`src/rtl/clkmgr_pkg.sv`:
```
package clkmgr_pkg;

  localparam int REG_W   = 4;
  localparam int SPD_W   = 2;
  localparam int OSC_W   = 2;
  localparam int NUM_OSC = 1 << OSC_W;
  localparam int MAX_DIV = 16;
  localparam int DIV_W   = $clog2(MAX_DIV);

  localparam logic [OSC_W-1:0] OSC_X32 = 2'b00;
  localparam logic [OSC_W-1:0] OSC_RC2 = 2'b01;
  localparam logic [OSC_W-1:0] OSC_X4  = 2'b10;
  localparam logic [OSC_W-1:0] OSC_EXT = 2'b11;

  localparam int BIT_STOPP = 3;
  localparam int BIT_CSEL  = 2;

  localparam logic [REG_W-1:0] REG_RESET = 4'b1111;

  typedef struct packed {
    logic             syncing;
    logic             divClear;
    logic [SPD_W-1:0] speed;
    logic             coreSel;
    logic             keepPeriph;
    logic             sleeping;
  } ctlStrobe_t;

  // terminal count (ratio - 1) for a speed code
  function automatic logic [DIV_W-1:0] divLimit(input logic [SPD_W-1:0] spd);
    case (spd)
      2'b00:   return DIV_W'(15);
      2'b01:   return DIV_W'(1);
      2'b10:   return DIV_W'(3);
      default: return DIV_W'(7);
    endcase
  endfunction

endpackage

```
`src/rtl/clkmgr_ctrl.sv`:
```
module clkmgr_ctrl
  import clkmgr_pkg::*;
#(
  parameter int MISS_TICKS = 2
) (
  input  logic             clk,
  input  logic             rstN,
  input  logic             regWrEn,
  input  logic [REG_W-1:0] regWrData,
  input  logic [OSC_W-1:0] oscSel,
  input  logic             sleepReq,
  input  logic             extTick,
  input  logic             msTick,
  input  logic             coreSrcTick,
  output ctlStrobe_t       strobe,
  output logic [REG_W-1:0] mgmtReg,
  output logic             supvReset
);

  localparam int MISS_W = $clog2(MISS_TICKS + 1);

  logic [REG_W-1:0]  regQ;
  logic              syncQ;
  logic [MISS_W-1:0] missCnt;
  logic              supvActive;

  always_ff @(posedge clk) begin
    if (!rstN) begin
      regQ  <= REG_RESET;
      syncQ <= 1'b0;
    end else if (regWrEn) begin
      regQ  <= regWrData;
      syncQ <= 1'b1;
    end else if (syncQ && coreSrcTick) begin
      syncQ <= 1'b0;
    end
  end

  always_comb begin
    strobe.syncing    = syncQ;
    strobe.divClear   = regWrEn | (syncQ & coreSrcTick);
    strobe.speed      = regQ[SPD_W-1:0];
    strobe.coreSel    = regQ[BIT_CSEL];
    strobe.keepPeriph = regQ[BIT_STOPP];
    strobe.sleeping   = sleepReq;
  end

  assign mgmtReg    = regQ;
  assign supvActive = (oscSel == OSC_EXT) && !regQ[BIT_CSEL];

  always_ff @(posedge clk) begin
    if (!rstN) begin
      missCnt   <= '0;
      supvReset <= 1'b0;
    end else if (!supvActive || extTick) begin
      missCnt   <= '0;
      supvReset <= 1'b0;
    end else if (msTick) begin
      if (missCnt == MISS_W'(MISS_TICKS - 1)) begin
        missCnt   <= '0;
        supvReset <= 1'b1;
      end else begin
        missCnt   <= missCnt + 1'b1;
        supvReset <= 1'b0;
      end
    end else begin
      supvReset <= 1'b0;
    end
  end

endmodule

```
`src/rtl/clkmgr_datapath.sv`:
```
module clkmgr_datapath
  import clkmgr_pkg::*;
#(
  parameter int PERIPH_DIV = 16
) (
  input  logic               clk,
  input  logic               rstN,
  input  logic               rc1Tick,
  input  logic [NUM_OSC-1:0] oscTicks,
  input  logic [OSC_W-1:0]   oscSel,
  input  ctlStrobe_t         strobe,
  output logic               coreSrcTick,
  output logic               coreClkEn,
  output logic               periphClkEn
);

  localparam int PDIV_W = (PERIPH_DIV > 1) ? $clog2(PERIPH_DIV) : 1;

  logic [DIV_W-1:0]  coreCnt;
  logic [DIV_W-1:0]  coreLim;
  logic              coreHit;
  logic              selOscTick;
  logic [PDIV_W-1:0] perCnt;
  logic [OSC_W-1:0]  prevOsc;
  logic              perRaw;
  logic              perGate;

  assign selOscTick  = oscTicks[oscSel];
  assign coreSrcTick = strobe.coreSel ? rc1Tick : selOscTick;
  assign coreLim     = divLimit(strobe.speed);
  assign coreHit     = coreSrcTick && !strobe.syncing && !strobe.sleeping
                       && (coreCnt == coreLim);

  always_ff @(posedge clk) begin
    if (!rstN) begin
      coreCnt   <= '0;
      coreClkEn <= 1'b0;
    end else begin
      coreClkEn <= coreHit;
      if (strobe.divClear)
        coreCnt <= '0;
      else if (coreSrcTick && !strobe.sleeping && !strobe.syncing)
        coreCnt <= coreHit ? '0 : coreCnt + 1'b1;
    end
  end

  assign perGate = strobe.sleeping && !strobe.keepPeriph;

  generate
    if (PERIPH_DIV > 1) begin : g_perDiv
      always_comb begin
        if (oscSel == OSC_X32)
          perRaw = selOscTick;
        else
          perRaw = selOscTick && (perCnt == PDIV_W'(PERIPH_DIV - 1));
      end

      always_ff @(posedge clk) begin
        if (!rstN) begin
          perCnt  <= '0;
          prevOsc <= OSC_X32;
        end else begin
          prevOsc <= oscSel;
          if (oscSel != prevOsc || oscSel == OSC_X32)
            perCnt <= '0;
          else if (selOscTick && !perGate)
            perCnt <= (perCnt == PDIV_W'(PERIPH_DIV - 1)) ? '0 : perCnt + 1'b1;
        end
      end
    end else begin : g_perPass
      assign perRaw = selOscTick;
      always_ff @(posedge clk) begin
        perCnt  <= '0;
        prevOsc <= oscSel;
      end
    end
  endgenerate

  always_ff @(posedge clk) begin
    if (!rstN) periphClkEn <= 1'b0;
    else       periphClkEn <= perRaw && !perGate && (oscSel == prevOsc);
  end

endmodule

```
`src/rtl/clkmgr_top.sv`:
```
module clkmgr_top
  import clkmgr_pkg::*;
#(
  parameter int MISS_TICKS = 2,
  parameter int PERIPH_DIV = 16
) (
  input  logic       clk,
  input  logic       rstN,
  input  logic       rc1Tick,
  input  logic       rc2Tick,
  input  logic       xtal4Tick,
  input  logic       xtal32Tick,
  input  logic       extTick,
  input  logic       msTick,
  input  logic       sleepReq,
  input  logic [1:0] oscSel,
  input  logic       regWrEn,
  input  logic [3:0] regWrData,
  output logic [3:0] mgmtReg,
  output logic       coreClkEn,
  output logic       periphClkEn,
  output logic       supvReset
);

  ctlStrobe_t         strobe;
  logic               coreSrcTick;
  logic [NUM_OSC-1:0] oscTicks;

  always_comb begin
    oscTicks          = '0;
    oscTicks[OSC_X32] = xtal32Tick;
    oscTicks[OSC_RC2] = rc2Tick;
    oscTicks[OSC_X4]  = xtal4Tick;
    oscTicks[OSC_EXT] = extTick;
  end

  clkmgr_ctrl #(.MISS_TICKS(MISS_TICKS)) u_ctrl (
    .clk(clk), .rstN(rstN), .regWrEn(regWrEn), .regWrData(regWrData),
    .oscSel(oscSel), .sleepReq(sleepReq), .extTick(extTick), .msTick(msTick),
    .coreSrcTick(coreSrcTick), .strobe(strobe), .mgmtReg(mgmtReg),
    .supvReset(supvReset)
  );

  clkmgr_datapath #(.PERIPH_DIV(PERIPH_DIV)) u_dp (
    .clk(clk), .rstN(rstN), .rc1Tick(rc1Tick), .oscTicks(oscTicks),
    .oscSel(oscSel), .strobe(strobe), .coreSrcTick(coreSrcTick),
    .coreClkEn(coreClkEn), .periphClkEn(periphClkEn)
  );

endmodule

```
`config.mk`:
```
export PLATFORM = sky130hd
export DESIGN_NAME = clkmgr_top
export DESIGN_NICKNAME = d
export VERILOG_FILES = /design/src/rtl/clkmgr_pkg.sv /design/src/rtl/clkmgr_ctrl.sv /design/src/rtl/clkmgr_datapath.sv /design/src/rtl/clkmgr_top.sv
export SDC_FILE = /design/constraint.sdc
export NUM_CORES = 1
export LEC_CHECK = 0
export ABC_AREA = 1
export BUFFER_PORTS_ARGS = -buffer_cell sky130_fd_sc_hd__buf_2
export CAP_MARGIN = 40
export CORE_MARGIN = 2
export CORE_UTILIZATION = 50
export DETAILED_ROUTE_END_ITERATION = 16
export PLACE_DENSITY = 0.75
export SLEW_MARGIN = 40
export SYNTH_ARGS = -nofsm -noshare
export SYNTH_HDL_FRONTEND = slang
export SYNTH_SLANG_ARGS = --single-unit
```
`constraint.sdc`:
```
create_clock -name clk -period 1.4 [get_ports clk]
set_input_delay 0.21 -clock clk [delete_from_list [all_inputs] [get_ports clk]]
set_output_delay 0.21 -clock clk [all_outputs]
set_load 0.01 [all_outputs]
```
## Word level (Yosys, flattened, before mapping)

Cells that the tools add are included.

- Output and inout port bits: 7
- Logic and storage cells: 63
- Input port bits: 16
- Register bits after elaboration: 20

- $lt $le $gt $ge: 1
- Eq/ne operators: 8
- Add/sub/neg operators: 3
- Reductions and logical operators: 27
- Bitwise operators: 4
- Multiplexer cells: 11

Operators by type and width:

| operator | number |
|---|---|
| $logic_and 1x1->1 | 12 |
| $pmux 4 s3 | 1 |
| $add 4x1->4 const B | 2 |
| $mux 4 | 2 |
| $logic_not 1->1 | 6 |
| $mux 1 | 6 |
| $reduce_or 2->1 | 3 |
| $eq 2x1->1 const B | 2 |
| $eq 2x2->1 const B | 2 |
| $eq 4x4->1 | 1 |
| $eq 4x4->1 const B | 1 |
| $logic_not 2->1 | 2 |
| $lt 2x3->1 const B | 1 |
| $reduce_or 3->1 | 1 |
| $add 2x1->2 const B | 1 |
| $bmux 1 s2 | 1 |
| $eq 2x2->1 | 1 |
| $logic_or 1x1->1 | 2 |
| $mux 2 | 1 |
| $ne 2x2->1 | 1 |
| $not 1->1 | 2 |
| $reduce_bool 2->1 | 1 |
| $and 1x1->1 | 1 |
| $or 1x1->1 | 1 |

## Depth between registers and ports, before layout

Gate-level depths: netlist (run 1).

- Word-level depth: 7
- Depth in mapped cells: 9
- Mapped depth without buffers: 9

## Cells and area by module

A second synthesis (run 1) with hierarchy kept.

- Cells, all modules: 147
- Area, all modules: 1088.5 um^2

By module, submodules not included:

| module | instances | sequential area each (um^2) | cells an instance | area each (um^2) |
|---|---|---|---|---|
| clkmgr_datapath | 1 | 240.2 | 100 | 747.0 |
| clkmgr_ctrl | 1 | 160.2 | 47 | 341.6 |

## Worst setup path before layout (run 1)

OpenSTA, ideal clock, no wires.

- Kind: register to register
- Start point: register u_ctrl.regQ[0] (netlist: u_ctrl.mgmtReg[0])
- End point: register u_dp.coreCnt[2]
- Clock period less this slack: 1.226 ns
- Library setup time: 0.117 ns
- Cell stages (with the launch flop): 9
- Arrival time: 1.109 ns
- Data required time: 1.283 ns
- Path buffers: 0
- Path slack: 0.174 ns
- Path through: dfxtp_1 inv_1 ha_1 inv_1 nand2_1 a21oi_1 nand2_1 nand4_1 a21oi_1

- Word-level cells in the longest chain between the ends: 5
- Elaborated cells between the ends (all ways): 7
- Those cells by class: eq/ne (3); mux (2); reduce/logical (2)

Ends and longest elaborated chain:

| what | line | source |
|---|---|---|
| from (decl) | clkmgr_ctrl.sv:22 | `logic [REG_W-1:0] regQ;` |
| from (signal assigned) | clkmgr_ctrl.sv:32 | `regQ <= regWrData;` |
| $eq 2x2->1 (tied with other cells) | clkmgr_pkg.sv:31 | `case (spd)` |
| $pmux 4 s3 (*) | clkmgr_pkg.sv:31 |  |
| $eq 4x4->1 (*) | clkmgr_datapath.sv:32 | `&& (coreCnt == coreLim);` |
| $logic_and 1x1->1 (*) | clkmgr_datapath.sv:32 |  |
| $mux 4 (*) | clkmgr_datapath.sv:43 | `coreCnt <= coreHit ? '0 : coreCnt + 1'b1;` |
| to (signal assigned) | clkmgr_datapath.sv:43 |  |
| to (decl) | clkmgr_datapath.sv:19 | `logic [DIV_W-1:0] coreCnt;` |

Mark *: on every way between the ends. The rest lies on a longest branch, timed or not.
A chain may end at the register's enable or synchronous reset.

## Worst setup path after layout (run 1)

- Start point: register u_ctrl.regQ[0] (netlist: u_ctrl.mgmtReg[0])
- End point: register u_dp.coreCnt[1]

Same word-level chain as after synthesis.

==> reports/qor.csv, run 1 <==
metric,value,unit
global-route wire length before repair,3390,um
category of cells accounting for the largest share of critical-path delay,flip-flops,
critical path startpoint,u_ctrl.mgmtReg[0]$_SDFFE_PN1P_,
"Hold Violations, Final",0,
unrepaired setup endpoints after global routing,no,
"Largest stage delay, worst path",0.35,ns
reg-to-reg critical path endpoint,u_dp.coreCnt[1]$_SDFFE_PP0P_,
initial antenna violation count,0,
Max Clk Rate,765,MHz
Lkg Pwr,0.561,nW
final setup violation count,0,
Cell variety after synth,20,
highest ir drop seen on vdd,0.547,mV
kind of end point of the critical path,register,
total routing usage reported by global routing,17.9,%
"flops & latches, synth",20,
launching point of the worst reg2reg path,u_ctrl.mgmtReg[0]$_SDFFE_PN1P_,
gpl congestion,0.819,
Floorplan Core Area,1920,um2
total number of placement rows,16,
starting density of the core,52.5,%
"leading cell type in the layout, fill and taps excluded",sky130_fd_sc_hd__nand2_1,
total global routing overflow,0,
count of clock tree sinks,20,
worst endpoint required time,1.60,ns
Layout Skew,0.00165,ns
proportion of synthesized flip-flops having asynchronous set or reset,0,%
cell depth of the worst setup path,8,
H-Tree Depth,1,
number of post-CTS setup repair buffers,0,
via density per instance,4.82,
maximum clock insertion buffer count,2,
TritonCTS clock tree,built,
number of synthesized flops with an enable pin,0,
P per Cell Area,1030,nW/um2
most used cells in the layout excluding fill and tap cells,"sky130_fd_sc_hd__nand2_1 (31), sky130_fd_sc_hd__buf_2 (22), sky130_fd_sc_hd__inv_1 (21), sky130_fd_sc_hd__dfxtp_1 (18), sky130_fd_sc_hd__a21oi_1 (14)",
Final #Nets,180,
worst slew slack as a fraction of its limit,72.2,%
"final std cell area, no fill",1180,um2
number of DRC violations after detailed routing,0,
slowest cell on the critical path,sky130_fd_sc_hd__dfxtp_2,
instance count after placement with tap cells included,182,
post_cts resized,0,
Critical Path Start Type,register,
most used flip-flop cell after synthesis,sky130_fd_sc_hd__dfxtp_1,
"Buf+Inv Stages, Crit Path",2,
layout cells sized above 1,23.9,%
"critical path, cell by cell","inv_1, ha_1, inv_1, nand2_1, a21oi_1, nand2_1, nand4_1, a21oi_2",
maximum number of pins on one net before global-route repair,13,
number of placed I/O pins,23,
die span in x,48.9,um
"Reg clk slew, reported paths",0.11,ns
antenna diode count,0,
Register Area,403,um2
max capacitance violation total,0,
Placement Cell Area,1120,um2
Die Height,48.9,um
Clock Latency Late Sink,0.29,ns
vias in the first global route,881,
share of the yosys chip area belonging to registers,39.7,%
"Area growth, synth to finish",16.7,%
total via count after detailed routing,897,
setup slack on the worst flop-to-flop path,0.09,ns
type of the worst min-delay path,in -> reg,
number of iterations in the first detailed-routing pass,3,
count of mapped cells out of synthesis,138,
cts-stage hold buffer count,0,
combined area of the multi-input logic cells,495,um2
setup total negative slack,0,ns
Final period util,93.4,%
"count of placed standard cells in the final layout, fillers left out",186,
Util after Layout,61.3,%
net count after synthesis,158,
"Arr. time, crit path",1.51,ns
detail-routed net length per standard cell,9.96,um
class of the most critical setup path,reg -> reg,
Avg Synthesized Cell Area,7.31,um2
initial DRC count,6,
count of yosys warnings during synthesis,0,
capturing element of the worst setup path,u_dp.coreCnt[1]$_SDFFE_PP0P_,
Layout fillers,189,
mapped cell area,1010,um2
crit path time final,1.31,ns
run status,completed,
Die ar.,2390,um2
"Max FO, Critical Path",4,
number of CTS-inserted buffers,3,
Port Buffer Count,22,
number of cells on the worst reg-to-reg path,8,
drt total wl,1850,um
detailed placement HPWL,1460,um
Final Max Tran Viols,0,
transition time of the tightest slew-check pin,0.416,ns
Antenna Violating Nets Remaining,0,
Clock Root Buffer,sky130_fd_sc_hd__clkbuf_4,
## registers in the layout, indices dropped and copies added (netlist names)
name	count
u_ctrl.mgmtReg	4
u_ctrl.missCnt	2
u_ctrl.supvReset	1
u_ctrl.syncQ	1
u_dp.coreClkEn	1
u_dp.coreCnt	4
u_dp.perCnt	4
u_dp.periphClkEn	1
u_dp.prevOsc	2
## how the worst min path moves through the flow
stage	from	to	slack, ns	depth (start not counted)
after global placement	regWrData[3]	u_ctrl.mgmtReg[3]$_SDFFE_PN1P_	0.42	3
final	regWrData[1]	u_ctrl.mgmtReg[1]$_SDFFE_PN1P_	0.12	3
after CTS	regWrData[3]	u_ctrl.mgmtReg[3]$_SDFFE_PN1P_	0.12	3
after global routing	regWrData[0]	u_ctrl.mgmtReg[0]$_SDFFE_PN1P_	0.14	3
after floorplan	oscSel[0]	u_dp.prevOsc[0]$_SDFF_PN0_	0.30	2
after detailed placement	regWrData[3]	u_ctrl.mgmtReg[3]$_SDFFE_PN1P_	0.43	3
## synth_stat cells (all sizes together), types with 2 or more instances
library cell,count,area share [%]
nand4,4,2.5
dfxtp,20,40
inv,22,8.2
xnor2,2,1.7
a21oi,15,7.4
nor2,11,4.1
o21ai,6,3.0
nand3,11,7.9
nand2,34,14
buf,4,3.0
ha,4,5.0
## layer usage
metal / part of all wire, % / track usage, % / up-vias
met5: 0 / 0 / -
met4: 1.2 / 8.57 / 0
met2: 48 / 32.2 / 13
li1: - / - / 485
met3: 3.5 / 2.76 / 2
met1: 47 / 20.7 / 397
## worst reg2reg max path: cells and delay by family (launching register included)
kind                       cells  cell delay [ns]
buffers and inverters          2             0.11
DFF                            1             0.35
and+or+nand+nor                3             0.28
adders and majority gates      1             0.29
AOI/OAI and AO/OA              2             0.18
## report_power, final
part / switching [W] / leakage [nW] / internal [W] / total, W
logic: 0.0000894 / 0.370 / 0.0000579 / 0.000147
registers: 0.0000110 / 0.163 / 0.000586 / 0.000597
clock network: 0.000178 / 0.0279 / 0.000289 / 0.000467
## metrics by stage
| step | total power, W | worst slack, ns | hold WS [ns] |
|---|---|---|---|
| 6_report | 0.00121 | 0.0925 | 0.123 |
| 2_1_floorplan | 0.000714 | 0.174 | 0.303 |
| 3_3_place_gp | 0.000752 | 0.131 | 0.422 |
| 4_1_cts | 0.00122 | 0.0844 | 0.121 |
| 5_1_grt | 0.00127 | 0.0190 | 0.137 |
| 3_5_place_dp | 0.000757 | 0.0937 | 0.427 |
## kinds of logic after synthesis
logic type      after synthesis  synth area share [%]
compound gates               22                  11.2
xor+xnor                      3                  2.61
fa+ha+maj                     4                  4.96
buf+inv                      27                  11.5
flops                        20                  39.7
simple gates                 62                  30.0
## area by class of cell
cell class | count | share of cell area [%]
repair buffers | 22 | 9.35
flip-flops and latches | 20 | 34.2
inverters | 22 | 7.01
clock inverters | 1 | 2.55
clock buffers | 3 | 1.91
well taps | 27 | 2.87
multi-input cells | 91 | 42.1
Power figures use the tool's default switching activity.
==> run 2: changes to the inputs <==
--- a/config.mk
+++ b/config.mk
@@ -9,9 +9,9 @@
 export BUFFER_PORTS_ARGS = -buffer_cell sky130_fd_sc_hd__buf_2
 export CAP_MARGIN = 40
 export CORE_MARGIN = 2
-export CORE_UTILIZATION = 50
+export CORE_UTILIZATION = 27
 export DETAILED_ROUTE_END_ITERATION = 16
-export PLACE_DENSITY = 0.75
+export PLACE_DENSITY = 0.46
 export SLEW_MARGIN = 40
 export SYNTH_ARGS = -nofsm -noshare
 export SYNTH_HDL_FRONTEND = slang
==> run 2 against run 1 <==
Compared with the run above: hold slack better by 0.043 ns; cell count is 11% higher; sequential share of layout area is 0.89 points lower; fmax is 2.6% higher; non-clock buffer count is 1 higher; clock-buffer cell count stayed put; final area is 2.7% higher; critical path depth is 1 higher; critical path type unchanged; highest routed layer unchanged.
==> reports/qor.csv, run 2 (same netlist as run 1, synthesis figures left out) <==
metric,value,unit
Layout Skew,0.00407,ns
Clock Latency Late Sink,0.26,ns
met3 capacity usage during global routing,3.60,%
"Hold Violations, Final",0,
number of placed I/O pins,23,
total global routing overflow,0,
most used cells in the layout excluding fill and tap cells,"sky130_fd_sc_hd__nand2_1 (31), sky130_fd_sc_hd__buf_2 (22), sky130_fd_sc_hd__inv_1 (20), sky130_fd_sc_hd__dfxtp_1 (18), sky130_fd_sc_hd__a21oi_1 (15)",
gpl congestion,0.827,
die span in x,65.1,um
vias in the first global route,869,
maximum clock insertion buffer count,2,
detail-routed net length per standard cell,9.89,um
via density per instance,4.44,
crit path time final,1.27,ns
Critical Path Start Type,register,
maximum number of pins on one net before global-route repair,11,
number of CTS-inserted buffers,3,
Port Buffer Count,22,
"Reg clk slew, reported paths",0.07,ns
total number of placement rows,22,
total via count after detailed routing,919,
type of the worst min-delay path,in -> reg,
number of DRC violations after detailed routing,0,
Floorplan Core Area,3630,um2
count of clock tree sinks,20,
initial DRC count,24,
Final #Nets,181,
setup total negative slack,0,ns
detailed placement HPWL,1570,um
Max Clk Rate,785,MHz
P per Cell Area,931,nW/um2
met2 Track Usage GR,17.7,%
Die ar.,4240,um2
Util after Layout,33.3,%
highest ir drop seen on vdd,0.497,mV
TritonCTS clock tree,built,
final setup violation count,0,
starting density of the core,27.8,%
grt peak-use layer,met2,
"leading cell type in the layout, fill and taps excluded",sky130_fd_sc_hd__nand2_1,
number of iterations in the first detailed-routing pass,7,
run status,completed,
Lkg Pwr,0.556,nW
Antenna Violating Nets Remaining,0,
global-route wire length before repair,3450,um
Die Height,65.1,um
antenna diode count,0,
total routing usage reported by global routing,10.4,%
"Max FO, Critical Path",4,
class of the most critical setup path,reg -> reg,
layout cells sized above 1,24.5,%
max capacitance violation total,0,
Final Max Tran Viols,0,
Clock Root Buffer,sky130_fd_sc_hd__clkbuf_8,
Final period util,91.0,%
worst endpoint required time,1.59,ns
unrepaired setup endpoints after global routing,no,
kind of end point of the critical path,register,
transition time of the tightest slew-check pin,0.456,ns
GR Util met1,12.8,%
drt total wl,2050,um
"Arr. time, crit path",1.47,ns
H-Tree Depth,1,
initial antenna violation count,0,
worst slew slack as a fraction of its limit,69.5,%
"Area growth, synth to finish",19.9,%
==> run 2: cell types whose count changed in the layout (fill, tap and decap cells not counted) <==
cell / before / now
sky130_fd_sc_hd__a21oi_1: 14 / 15
sky130_fd_sc_hd__ha_1: 4 / 3
sky130_fd_sc_hd__inv_1: 21 / 20
sky130_fd_sc_hd__inv_2: 1 / 2
sky130_fd_sc_hd__bufinv_16: 1 / 0
sky130_fd_sc_hd__clkbuf_4: 3 / 0
sky130_fd_sc_hd__buf_4: 0 / 1
sky130_fd_sc_hd__clkbuf_8: 0 / 3
sky130_fd_sc_hd__a21oi_2: 1 / 0
sky130_fd_sc_hd__ha_4: 0 / 1
==> run 2: metrics by stage <==
| step | power (W) | hold WS (ns) | instance area (um2) | setup WS (ns) | std cells |
|---|---|---|---|---|---|
| after floorplan | 0.000714 | 0.303 | 1010 | 0.174 | 138 |
| after global placement | 0.000755 | 0.422 | 1140 | 0.117 | 203 |
| after detailed placement | 0.000761 | 0.434 | 1140 | 0.0742 | 203 |
| after CTS | 0.00114 | 0.164 | 1190 | 0.0623 | 206 |
| after global routing | 0.00120 | 0.185 | 1210 | 0.0217 | 207 |
| final | 0.00113 | 0.166 | 1210 | 0.125 | 207 |
==> run 2: what timing repair did <==
action | 4_1_cts | 5_1_grt
endpoints found under the setup margin | 0 | 4
hold buffers | 0 | 0
buffers inserted | 0 | 1
gates resized for setup | 0 | 4
==> run 2: worst max-delay path, stage by stage, from the launching register on <==
cell,delay (ns)
sky130_fd_sc_hd__dfxtp_2,0.32
sky130_fd_sc_hd__buf_4,0.12
sky130_fd_sc_hd__ha_1,0.20
sky130_fd_sc_hd__inv_1,0.05
sky130_fd_sc_hd__nand2_1,0.04
sky130_fd_sc_hd__nand2_1,0.05
sky130_fd_sc_hd__nor2_1,0.04
sky130_fd_sc_hd__nand2_1,0.12
sky130_fd_sc_hd__nand4_1,0.12
sky130_fd_sc_hd__a21oi_1,0.15
==> run 2: final timing paths <==
check / from / end / slack, ns / cells past startpoint
worst min-delay path: regWrData[2] / u_ctrl.mgmtReg[2]$_SDFFE_PN1P_ / 0.17 / 3
worst max register to register: u_ctrl.mgmtReg[0]$_SDFFE_PN1P_ / u_dp.coreCnt[1]$_SDFFE_PP0P_ / 0.13 / 9
worst min register to register: u_ctrl.missCnt[1]$_SDFFE_PP0P_ / u_ctrl.missCnt[1]$_SDFFE_PP0P_ / 0.44 / 2
worst max-delay path: u_ctrl.mgmtReg[0]$_SDFFE_PN1P_ / u_dp.coreCnt[1]$_SDFFE_PP0P_ / 0.13 / 9
==> run 2: where the power goes <==
part	switching, W	internal (W)	leakage, nW	total, W
sequential	0.0000107	0.000585	0.163	0.000596
clock	0.000180	0.000191	0.0216	0.000371
combinational	0.0000956	0.0000626	0.372	0.000158
total	0.000286	0.000839	0.556	0.00113
==> run 2: area by class of cell <==
cell class,instances,area [um2]
fillers,418,2420
multi-input cells,91,504
flip-flops and latches,20,403
repair buffers,23,118
inverters,22,82.6
well taps,48,60.1
clock buffers,3,41.3
==> run 2: per-layer routing <==
| metal | wire length, um | vias up | part of all wire [%] |
|---|---|---|---|
| met5 | 0 | - | 0 |
| met4 | 14 | 0 | 0.68 |
| met3 | 99 | 2 | 4.8 |
| met2 | 963 | 19 | 47 |
| met1 | 971 | 419 | 47 |
| li1 | - | 479 | - |
